### src/rtl/supv_pkg.sv
package supv_pkg;
  typedef enum logic [1:0] {
    ST_LOW    = 2'd0,
    ST_HOLD   = 2'd1,
    ST_RUN    = 2'd2,
    ST_MANUAL = 2'd3
  } supv_state_e;
endpackage

### src/rtl/supv_sync.sv
module supv_sync #(
  parameter int STAGES = 2
) (
  input  logic clk,
  input  logic rst_n,
  input  logic d_i,
  output logic q_o
);
  logic [STAGES-1:0] chain_q;

  always_ff @(posedge clk or negedge rst_n) begin
    if (!rst_n) chain_q <= '0;
    else        chain_q <= {chain_q[STAGES-2:0], d_i};
  end

  assign q_o = chain_q[STAGES-1];
endmodule

### src/rtl/supv_debounce.sv
module supv_debounce #(
  parameter int DEBOUNCE = 4
) (
  input  logic clk,
  input  logic rst_n,
  input  logic sense_i,
  input  logic blank_i,
  output logic level_o
);
  localparam int CNT_W = $clog2(DEBOUNCE + 1);
  localparam logic [CNT_W-1:0] LAST = CNT_W'(DEBOUNCE - 1);

  logic [CNT_W-1:0] cnt_q;
  logic             level_q;

  always_ff @(posedge clk or negedge rst_n) begin
    if (!rst_n) begin
      cnt_q   <= '0;
      level_q <= 1'b0;
    end else if (blank_i) begin
      cnt_q   <= '0;
      level_q <= 1'b0;
    end else if (sense_i != level_q) begin
      if (cnt_q == LAST) begin
        cnt_q   <= '0;
        level_q <= sense_i;
      end else begin
        cnt_q <= cnt_q + 1'b1;
      end
    end else begin
      cnt_q <= '0;
    end
  end

  assign level_o = level_q;
endmodule

### src/rtl/supv_timeout.sv
module supv_timeout #(
  parameter int CYCLES = 16
) (
  input  logic clk,
  input  logic rst_n,
  input  logic run_i,
  output logic done_o
);
  localparam int CNT_W = $clog2(CYCLES + 1);
  localparam logic [CNT_W-1:0] LAST = CNT_W'(CYCLES - 1);

  logic [CNT_W-1:0] cnt_q;

  always_ff @(posedge clk or negedge rst_n) begin
    if (!rst_n)               cnt_q <= '0;
    else if (!run_i)          cnt_q <= '0;
    else if (cnt_q != LAST)   cnt_q <= cnt_q + 1'b1;
  end

  assign done_o = run_i && (cnt_q == LAST);
endmodule

### src/rtl/supv_reset_ctrl.sv
module supv_reset_ctrl
  import supv_pkg::*;
#(
  parameter int TIMEOUT_CYCLES  = 10_000_000,
  parameter int DEBOUNCE_CYCLES = 1_000_000,
  parameter int SYNC_STAGES     = 2,
  parameter bit ACTIVE_LOW      = 1'b1
) (
  input  logic clk,
  input  logic rst_n,
  input  logic supply_ok_i,
  input  logic pad_i,
  output logic pad_oe_o,
  output logic pad_o,
  output logic rst_active_o,
  output logic wr_inhibit_o
);
  localparam logic ASSERT_LVL = ACTIVE_LOW ? 1'b0 : 1'b1;
  localparam int   BLANK_LEN  = SYNC_STAGES + 1;

  supv_state_e state_q, state_d;
  logic supply_s;
  logic hold_done;
  logic man_level;
  logic drive;

  supv_sync #(.STAGES(SYNC_STAGES)) u_supply_sync (
    .clk  (clk),
    .rst_n(rst_n),
    .d_i  (supply_ok_i),
    .q_o  (supply_s)
  );

  supv_timeout #(.CYCLES(TIMEOUT_CYCLES)) u_timeout (
    .clk   (clk),
    .rst_n (rst_n),
    .run_i (state_q == ST_HOLD),
    .done_o(hold_done)
  );

  generate
    if (ACTIVE_LOW) begin : g_manual
      logic sense_s;
      logic blank;
      logic [BLANK_LEN-1:0] drive_hist_q;

      supv_sync #(.STAGES(SYNC_STAGES)) u_pad_sync (
        .clk  (clk),
        .rst_n(rst_n),
        .d_i  (pad_i == ASSERT_LVL),
        .q_o  (sense_s)
      );

      always_ff @(posedge clk or negedge rst_n) begin
        if (!rst_n) drive_hist_q <= '1;
        else        drive_hist_q <= {drive_hist_q[BLANK_LEN-2:0], drive};
      end

      assign blank = drive || (|drive_hist_q);

      supv_debounce #(.DEBOUNCE(DEBOUNCE_CYCLES)) u_debounce (
        .clk    (clk),
        .rst_n  (rst_n),
        .sense_i(sense_s),
        .blank_i(blank),
        .level_o(man_level)
      );
    end else begin : g_no_manual
      logic unused_pad;
      assign unused_pad = pad_i;
      assign man_level  = 1'b0;
    end
  endgenerate

  always_comb begin
    state_d = state_q;
    if (!supply_s) begin
      state_d = ST_LOW;
    end else begin
      case (state_q)
        ST_LOW:    state_d = ST_HOLD;
        ST_HOLD:   if (hold_done) state_d = ST_RUN;
        ST_RUN:    if (man_level) state_d = ST_MANUAL;
        ST_MANUAL: if (!man_level) state_d = ST_HOLD;
        default:   state_d = ST_LOW;
      endcase
    end
  end

  always_ff @(posedge clk or negedge rst_n) begin
    if (!rst_n) state_q <= ST_LOW;
    else        state_q <= state_d;
  end

  assign drive        = !supply_s || (state_q == ST_LOW) || (state_q == ST_HOLD);
  assign pad_oe_o     = drive;
  assign pad_o        = ASSERT_LVL;
  assign rst_active_o = drive || (state_q == ST_MANUAL);
  assign wr_inhibit_o = !supply_s;
endmodule

### config.mk
export PLATFORM = sky130hd
export DESIGN_NAME = supv_reset_ctrl
export DESIGN_NICKNAME = d
export VERILOG_FILES = /design/src/rtl/supv_pkg.sv /design/src/rtl/supv_sync.sv /design/src/rtl/supv_debounce.sv /design/src/rtl/supv_timeout.sv /design/src/rtl/supv_reset_ctrl.sv
export SDC_FILE = /design/constraint.sdc
export NUM_CORES = 1
export LEC_CHECK = 0
export BUFFER_PORTS_ARGS = -buffer_cell sky130_fd_sc_hd__buf_2
export CAP_MARGIN = 20
export CORE_ASPECT_RATIO = 0.7
export CORE_MARGIN = 2
export CORE_UTILIZATION = 45
export DETAILED_ROUTE_END_ITERATION = 10
export GPL_TIMING_DRIVEN = 0
export PLACE_DENSITY = 0.72
export SYNTH_ARGS = -nofsm -noshare
export SYNTH_HDL_FRONTEND = slang
export SYNTH_SLANG_ARGS = --single-unit
### constraint.sdc
create_clock -name clk -period 2.91 [get_ports clk]
set_clock_uncertainty 0.2 [all_clocks]
set_input_delay 0.291 -clock clk [delete_from_list [all_inputs] [get_ports clk]]
set_output_delay 0.291 -clock clk [all_outputs]
set_load 0.05 [all_outputs]
==> results.py, run 1 <==
metrics = {
    "run_status": {
        "outcome": "completed",
    },
    "sta": {
        "relSlewSlack_pct": 37.7,
        "rsz0062_at_grt": "false",
        "max_freq_mhz": 397,
        "setup_viol": 0,
        "hold_viol": 0,
        "finalWorstSetupSlack_ns": 0.393,
        "slew_violations": 0,
        "min_period_ns": 2.52,
        "finalCritPeriodShare_pct": 86.5,
        "fin_tns_setup_ns": 0,
        "tightest_slew_ns": 0.926,
        "holdWs_ns": 0.159,
    },
    "drt": {
        "first_pass_iters": 4,
        "wirelength_mm": 4.94,
        "drt_iter0_markers": 177,
        "drc": 0,
        "antenna_left": 0,
        "via_count": 1896,
        "viasPerCell": 5.22,
        "wl_per_cell_um": 13.6,
    },
    "cells_and_area": {
        "antenna_cells": 0,
        "drive_gt1_share_pct": 16.7,
        "final_area_mm2": 0.00303,
        "finalNonFillerCells": 363,
        "nets": 297,
        "final_cell_mix": "dfrtp_1, nand2_1, xnor2_1",
        "final_common_cell": "dfrtp_1",
        "fin_util_pct": 51.9,
        "syn2layout_area_growth_pct": 9.68,
    },
    "min_path": {
        "hold_start": "g_manual.u_pad_sync.chain_q[0]$_DFF_PN0_",
        "hold_end": "g_manual.u_pad_sync.chain_q[1]$_DFF_PN0_",
        "hp-class": "flop to flop",
        "min_path_cells": 0,
    },
    "synthesis": {
        "synthArstFlopShare_pct": 100,
        "ys.flop_type": "dfrtp_1",
        "syn_inst": 270,
        "yosysTopAreaCell": "dfrtp_1",
        "ys_types": 40,
        "netlist.area_leader.share_pct": 46.2,
        "synth.area.top_cells": "dfrtp_1, xnor2_1, nor2_2, xor2_1, and2_1",
        "yosys_warnings": 0,
        "synth_edf_count": 0,
        "ys_ff_latch": 54,
        "synth.avg_cell_area_um2": 10.2,
        "yosysSeqAreaShare_pct": 49.0,
        "syn-cell-area_mm2": 0.00277,
        "synth_nets": 280,
    },
    "clocking": {
        "path_clk_slew_ns": 0.10,
        "cts_max_level": 2,
        "cts.sinks": 54,
        "ctsHoldBuffers": 3,
        "clkLatencyLatePin_ns": 0.31,
        "cts_buffers": 5,
        "cts_buffer_depth": 2,
        "root_buffer": "clkbuf_8",
        "cts_resized": 0,
        "post_cts_buffers": 0,
        "cts_tree": "built",
    },
    "place": {
        "portBuffers": 6,
        "dpl-instance-area_mm2": 0.00291,
        "dp_slack_ns": 0.422,
        "gp_congestion": 0.806,
        "post-place-cells": 352,
        "hpwl_mm": 3.50,
    },
    "worst_setup_path": {
        "r2r_setup_slack_ns": 0.39,
        "arrival_ns": 2.57,
        "cp_max_fo": 10,
        "r2r_start": "state_q[1]$_DFFE_PN0P_",
        "cp-start-kind": "flop",
        "r2r_cells": 7,
        "required_ns": 2.96,
        "endpoint_kind": "flop",
        "criticalPathCategory": "flop to flop",
        "reg2reg_to": "g_manual.u_debounce.cnt_q[18]$_DFF_PN0_",
    },
    "global_routing": {
        "grtUsageTotal_pct": 15.6,
        "grt_pass1_wl_mm": 8.69,
        "grt_max_degree": 39,
        "gr-total-overflow": 0,
        "grt_pass1_vias": 1858,
        "antenna_found_initial": 0,
    },
    "pwr": {
        "vdd_drop_max_mv": 0.303,
        "total_leakage_power_nw": 1.27,
        "power_density_mw_per_mm2": 489,
        "power_mw": 1.48,
    },
    "die": {
        "dieArea_mm2": 0.00680,
        "dieWidth_um": 97.7,
        "initial_core_util_pct": 47.3,
        "io_pins": 8,
        "num_rows": 23,
        "die_h_um": 69.6,
        "core_mm2": 0.00584,
    },
    "run": {
        "maxCapViolCount": 0,
    },
}
Yosys cell counts (2+ instances only):
master and number:
or3_4 2, nor2_2 20, nand2_1 23, or4_1 3
nand4_1 8, nor3_1 7, inv_1 5, nor2b_1 3
clkbuf_1 6, and2_1 18, nand2b_1 4, a21oi_1 4
or2_2 2, nor4_1 4, buf_6 2, xor2_1 13
o21ai_0 3, nor4b_1 2, o21a_1 2, mux2i_1 6
nor2_1 7, xnor2_1 22, and3_1 7, and4_1 5
ha_1 6, dfstp_2 3, nand3_1 20, dfrtp_1 51
final cells by class:
class                           count  area, µm²
Fill cell                         526       2810
Sequential cell                    54       1360
Multi-Input combinational cell    200       1330
Tap cell                           75       93.8
Timing Repair Buffer               10       80.1
Clock buffer                        5       68.8
Buffer                             10       57.6
Clock inverter                      3       25.0
Inverter                            6       22.5
worst max path at each step:
| stage | endpoint | depth (start not counted) | startpoint | slack [ns] |
|---|---|---|---|---|
| 2_1_floorplan | g_manual.u_debounce.cnt_q[11]$_DFF_PN0_ | 7 | state_q[0]$_DFFE_PN0P_ | 0.48 |
| 3_3_place_gp | g_manual.u_debounce.cnt_q[13]$_DFF_PN0_ | 7 | state_q[1]$_DFFE_PN0P_ | 0.49 |
| 3_5_place_dp | g_manual.u_debounce.cnt_q[11]$_DFF_PN0_ | 7 | state_q[1]$_DFFE_PN0P_ | 0.42 |
| 4_1_cts | g_manual.u_debounce.cnt_q[9]$_DFF_PN0_ | 7 | state_q[1]$_DFFE_PN0P_ | 0.38 |
| 5_1_grt | g_manual.u_debounce.cnt_q[9]$_DFF_PN0_ | 7 | state_q[1]$_DFFE_PN0P_ | 0.27 |
| 6_report | g_manual.u_debounce.cnt_q[18]$_DFF_PN0_ | 7 | state_q[1]$_DFFE_PN0P_ | 0.39 |
power by group:
part           total (mW)  internal (mW)  switching, mW
Sequential          0.816          0.791         0.0256
Combinational       0.226         0.0806          0.145
Clock               0.440          0.174          0.265
Total                1.48           1.05          0.436
per-layer routing:
| metal | up-vias | part of all wire, % | wire, µm | GRT usage (%) |
|---|---|---|---|---|
| li1 | 953 | - | - | - |
| met1 | 904 | 54 | 2670 | 24.1 |
| met2 | 30 | 41 | 2040 | 21.9 |
| met3 | 9 | 3.4 | 169 | 3.23 |
| met4 | 0 | 1.3 | 66 | 4.94 |
| met5 | - | 0 | 0 | 0 |
state kept, by name, indices dropped and copies added (netlist names):
signal / count
g_manual.u_debounce.cnt_q: 20
u_timeout.cnt_q: 24
g_manual.u_debounce.level_o: 1
g_manual.u_pad_sync.chain_q: 2
u_supply_sync.chain_q: 2
state_q: 2
g_manual.drive_hist_q: 3
worst max-delay path: stages (launching register included):
cell     delay, ns
dfrtp_1       0.42
inv_1         0.09
ha_1          0.23
or3_4         0.36
or4_1         0.46
or3_4         0.43
buf_6         0.16
nor2_2        0.11
cells by family (layout without fill, tap and decap cells):
| group | count (synthesis) | count (layout) | synth area share, % |
|---|---|---|---|
| xor gates and xnor gates | 35 | 35 | 11.1 |
| AOI/OAI and AO/OA | 11 | 11 | 2.35 |
| and+or+nand+nor | 140 | 140 | 29.2 |
| muxes | 7 | 7 | 2.58 |
| DFF | 54 | 54 | 49.0 |
| other | 1 | 1 | 0.136 |
| adders and majority gates | 6 | 6 | 2.71 |
| buffers and inverters | 16 | 34 | 2.90 |
No activity file was read; power rests on OpenSTA's default activity.
==> run 2, diff against run 1 <==
--- a/config.mk
+++ b/config.mk
@@ -7,12 +7,15 @@
 export LEC_CHECK = 0
 export BUFFER_PORTS_ARGS = -buffer_cell sky130_fd_sc_hd__buf_2
 export CAP_MARGIN = 20
+export CELL_PAD_IN_SITES_DETAIL_PLACEMENT = 1
+export CELL_PAD_IN_SITES_GLOBAL_PLACEMENT = 1
 export CORE_ASPECT_RATIO = 0.7
 export CORE_MARGIN = 2
 export CORE_UTILIZATION = 45
 export DETAILED_ROUTE_END_ITERATION = 10
 export GPL_TIMING_DRIVEN = 0
-export PLACE_DENSITY = 0.72
+export PLACE_DENSITY = 0.84
+export REMOVE_ABC_BUFFERS = 1
 export SYNTH_ARGS = -nofsm -noshare
 export SYNTH_HDL_FRONTEND = slang
 export SYNTH_SLANG_ARGS = --single-unit
==> results.py, run 2 (synthesized netlist as in run 1, its figures left out) <==
metrics = {
    "drt": {
        "wl_per_cell_um": 15.8,
        "wirelength_mm": 5.59,
        "drc": 0,
        "viasPerCell": 5.32,
        "antenna_left": 0,
        "first_pass_iters": 4,
        "drt_iter0_markers": 97,
        "via_count": 1877,
    },
    "place": {
        "dpl-instance-area_mm2": 0.00285,
        "hpwl_mm": 4.03,
        "portBuffers": 6,
        "gp_congestion": 0.778,
    },
    "die": {
        "die_h_um": 69.6,
        "dieWidth_um": 97.7,
        "dieArea_mm2": 0.00680,
        "io_pins": 8,
        "initial_core_util_pct": 47.3,
        "num_rows": 23,
        "core_mm2": 0.00584,
    },
    "clocking": {
        "root_buffer": "clkbuf_8",
        "cts.sinks": 54,
        "cts_max_level": 2,
        "clkLatencyLatePin_ns": 0.31,
        "cts_buffers": 5,
        "post_cts_buffers": 0,
        "path_clk_slew_ns": 0.10,
        "cts_tree": "built",
        "cts_buffer_depth": 2,
    },
    "global_routing": {
        "use_met3_pct": 3.63,
        "grt_busiest_layer": "met2",
        "use_met1_pct": 25.5,
        "grtUsageTotal_pct": 18.0,
        "antenna_found_initial": 0,
        "grt_pass1_vias": 2041,
        "grt_max_degree": 40,
        "grt_pass1_wl_mm": 9.98,
        "gr-total-overflow": 0,
        "use_met2_pct": 29.1,
    },
    "cells_and_area": {
        "syn2layout_area_growth_pct": 9.46,
        "reg.largest.list": "u_timeout.cnt_q (24), g_manual.u_debounce.cnt_q (20), g_manual.drive_hist_q (3)",
        "nets": 287,
        "largest_register_ffs": 24,
        "regMostFlops": "u_timeout.cnt_q",
        "drive_gt1_share_pct": 16.2,
        "final_area_mm2": 0.00303,
        "final_common_cell": "dfrtp_1",
        "antenna_cells": 0,
        "final_cell_mix": "dfrtp_1, nand2_1, xnor2_1",
    },
    "pwr": {
        "p_sw_share_pct": 25.2,
        "comb_power_share_pct": 13.3,
        "pwr-share-seq_pct": 49.5,
        "p_switching_mw": 0.417,
        "total_leakage_power_nw": 1.26,
        "power_density_mw_per_mm2": 545,
        "pwr-share-clk_pct": 37.2,
        "intPower_mw": 1.23,
        "vdd_drop_max_mv": 0.315,
    },
    "worst_setup_path": {
        "r2r_start": "state_q[1]$_DFFE_PN0P_",
        "criticalPathCategory": "flop to flop",
        "cp_max_fo": 31,
        "setup.worst_path.start": "state_q[1]$_DFFE_PN0P_",
        "reg2reg_to": "g_manual.u_debounce.cnt_q[7]$_DFF_PN0_",
        "required_ns": 2.94,
        "cp-start-kind": "flop",
        "crit_top_cell": "or3_4",
        "cp_slowest_cell": "or3_4",
        "crit_chain": "inv_1 > ha_2 > or3_4 > or4_1 > or3_4 > nor2_2",
        "endpoint": "g_manual.u_debounce.cnt_q[7]$_DFF_PN0_",
        "r2r_cells": 6,
        "r2r_setup_slack_ns": 0.23,
        "endpoint_kind": "flop",
        "cpPeakStageDelay_ns": 0.57,
        "arrival_ns": 2.72,
    },
    "run_status": {
        "outcome": "completed",
    },
    "sta": {
        "slew_violations": 0,
        "tightest_slew_ns": 0.932,
        "hold_viol": 0,
        "max_freq_mhz": 372,
        "holdWs_ns": 0.161,
        "fin_tns_setup_ns": 0,
        "setup_viol": 0,
        "relSlewSlack_pct": 37.3,
        "rsz0062_at_grt": "false",
        "min_period_ns": 2.68,
        "finalCritPeriodShare_pct": 92.3,
    },
    "run": {
        "maxCapViolCount": 0,
    },
    "min_path": {
        "hp-class": "flop to flop",
    },
}
==> run 2: cell types whose count changed in the layout (fill, tap and decap cells not counted), sizes merged <==
| cell | previous run | this run |
|---|---|---|
| clkbuf | 11 | 6 |
| buf | 11 | 7 |
| bufinv | 0 | 2 |
| clkinv | 1 | 0 |
| clkinvlp | 1 | 0 |
| inv | 7 | 6 |
==> run 2: cell type report <==
cell class                      count  area [µm²]
Tap cell                           75        93.8
Multi-Input combinational cell    200        1330
Clock inverter                      2        60.1
Fill cell                         657        2820
Sequential cell                    54        1360
Timing Repair Buffer               10        80.1
Clock buffer                        6        82.6
Inverter                            6        22.5
==> run 2: how the worst min path moves through the flow <==
| stage | slack [ns] | to | cells past startpoint | from |
|---|---|---|---|---|
| after floorplan | -0.20 | g_manual.u_debounce.cnt_q[0]$_DFF_PN0_ | 0 | rst_n |
| after global placement | 0.14 | g_manual.u_pad_sync.chain_q[1]$_DFF_PN0_ | 0 | g_manual.u_pad_sync.chain_q[0]$_DFF_PN0_ |
| after detailed placement | 0.05 | g_manual.u_debounce.cnt_q[2]$_DFF_PN0_ | 1 | rst_n |
| after CTS | 0.16 | g_manual.u_pad_sync.chain_q[1]$_DFF_PN0_ | 0 | g_manual.u_pad_sync.chain_q[0]$_DFF_PN0_ |
| after global routing | 0.18 | u_supply_sync.chain_q[1]$_DFF_PN0_ | 0 | u_supply_sync.chain_q[0]$_DFF_PN0_ |
| final | 0.16 | g_manual.u_pad_sync.chain_q[1]$_DFF_PN0_ | 0 | g_manual.u_pad_sync.chain_q[0]$_DFF_PN0_ |
==> run 2: per-layer routing <==
metal | routed length (µm) | share of wire [%]
met1 | 2860 | 51
met2 | 2610 | 47
met3 | 104 | 1.9
met4 | 14 | 0.25
met5 | 0 | 0
==> run 2: metrics by stage <==
step | cells | utilization [%] | setup slack (ns) | total power [mW]
2_1_floorplan | 260 | - | 0.238 | 0.975
3_3_place_gp | 341 | 48.5 | 0.0495 | 1.03
3_5_place_dp | 342 | 48.8 | -0.0409 | 1.05
4_1_cts | 353 | 51.8 | 0.178 | 1.68
5_1_grt | 353 | 51.8 | 0.0868 | 1.73
6_report | 353 | 51.8 | 0.225 | 1.65
==> run 2: timing repair <==
item	4_1_cts	5_1_grt
endpoints found under the setup margin	20	0
resized for setup	1	0
hold endpoints to repair	14	0
hold buffers	3	0
==> run 2: critical path: cells and delay by family (launching register included) <==
kind / cells / cell delay [ns]
adder cells (fa/ha/maj): 1 / 0.35
flip-flops: 1 / 0.41
buffers and inverters: 1 / 0.08
AND/OR/NAND/NOR: 4 / 1.57
==> run 2: power by group through the flow <==
stage,combinational [mW],sequential (mW),clock (mW)
finish,0.219,0.818,0.614
global route,0.247,0.823,0.661
CTS,0.224,0.819,0.633
detailed placement,0.219,0.834,0
global placement,0.200,0.830,0
floorplan,0.150,0.825,0
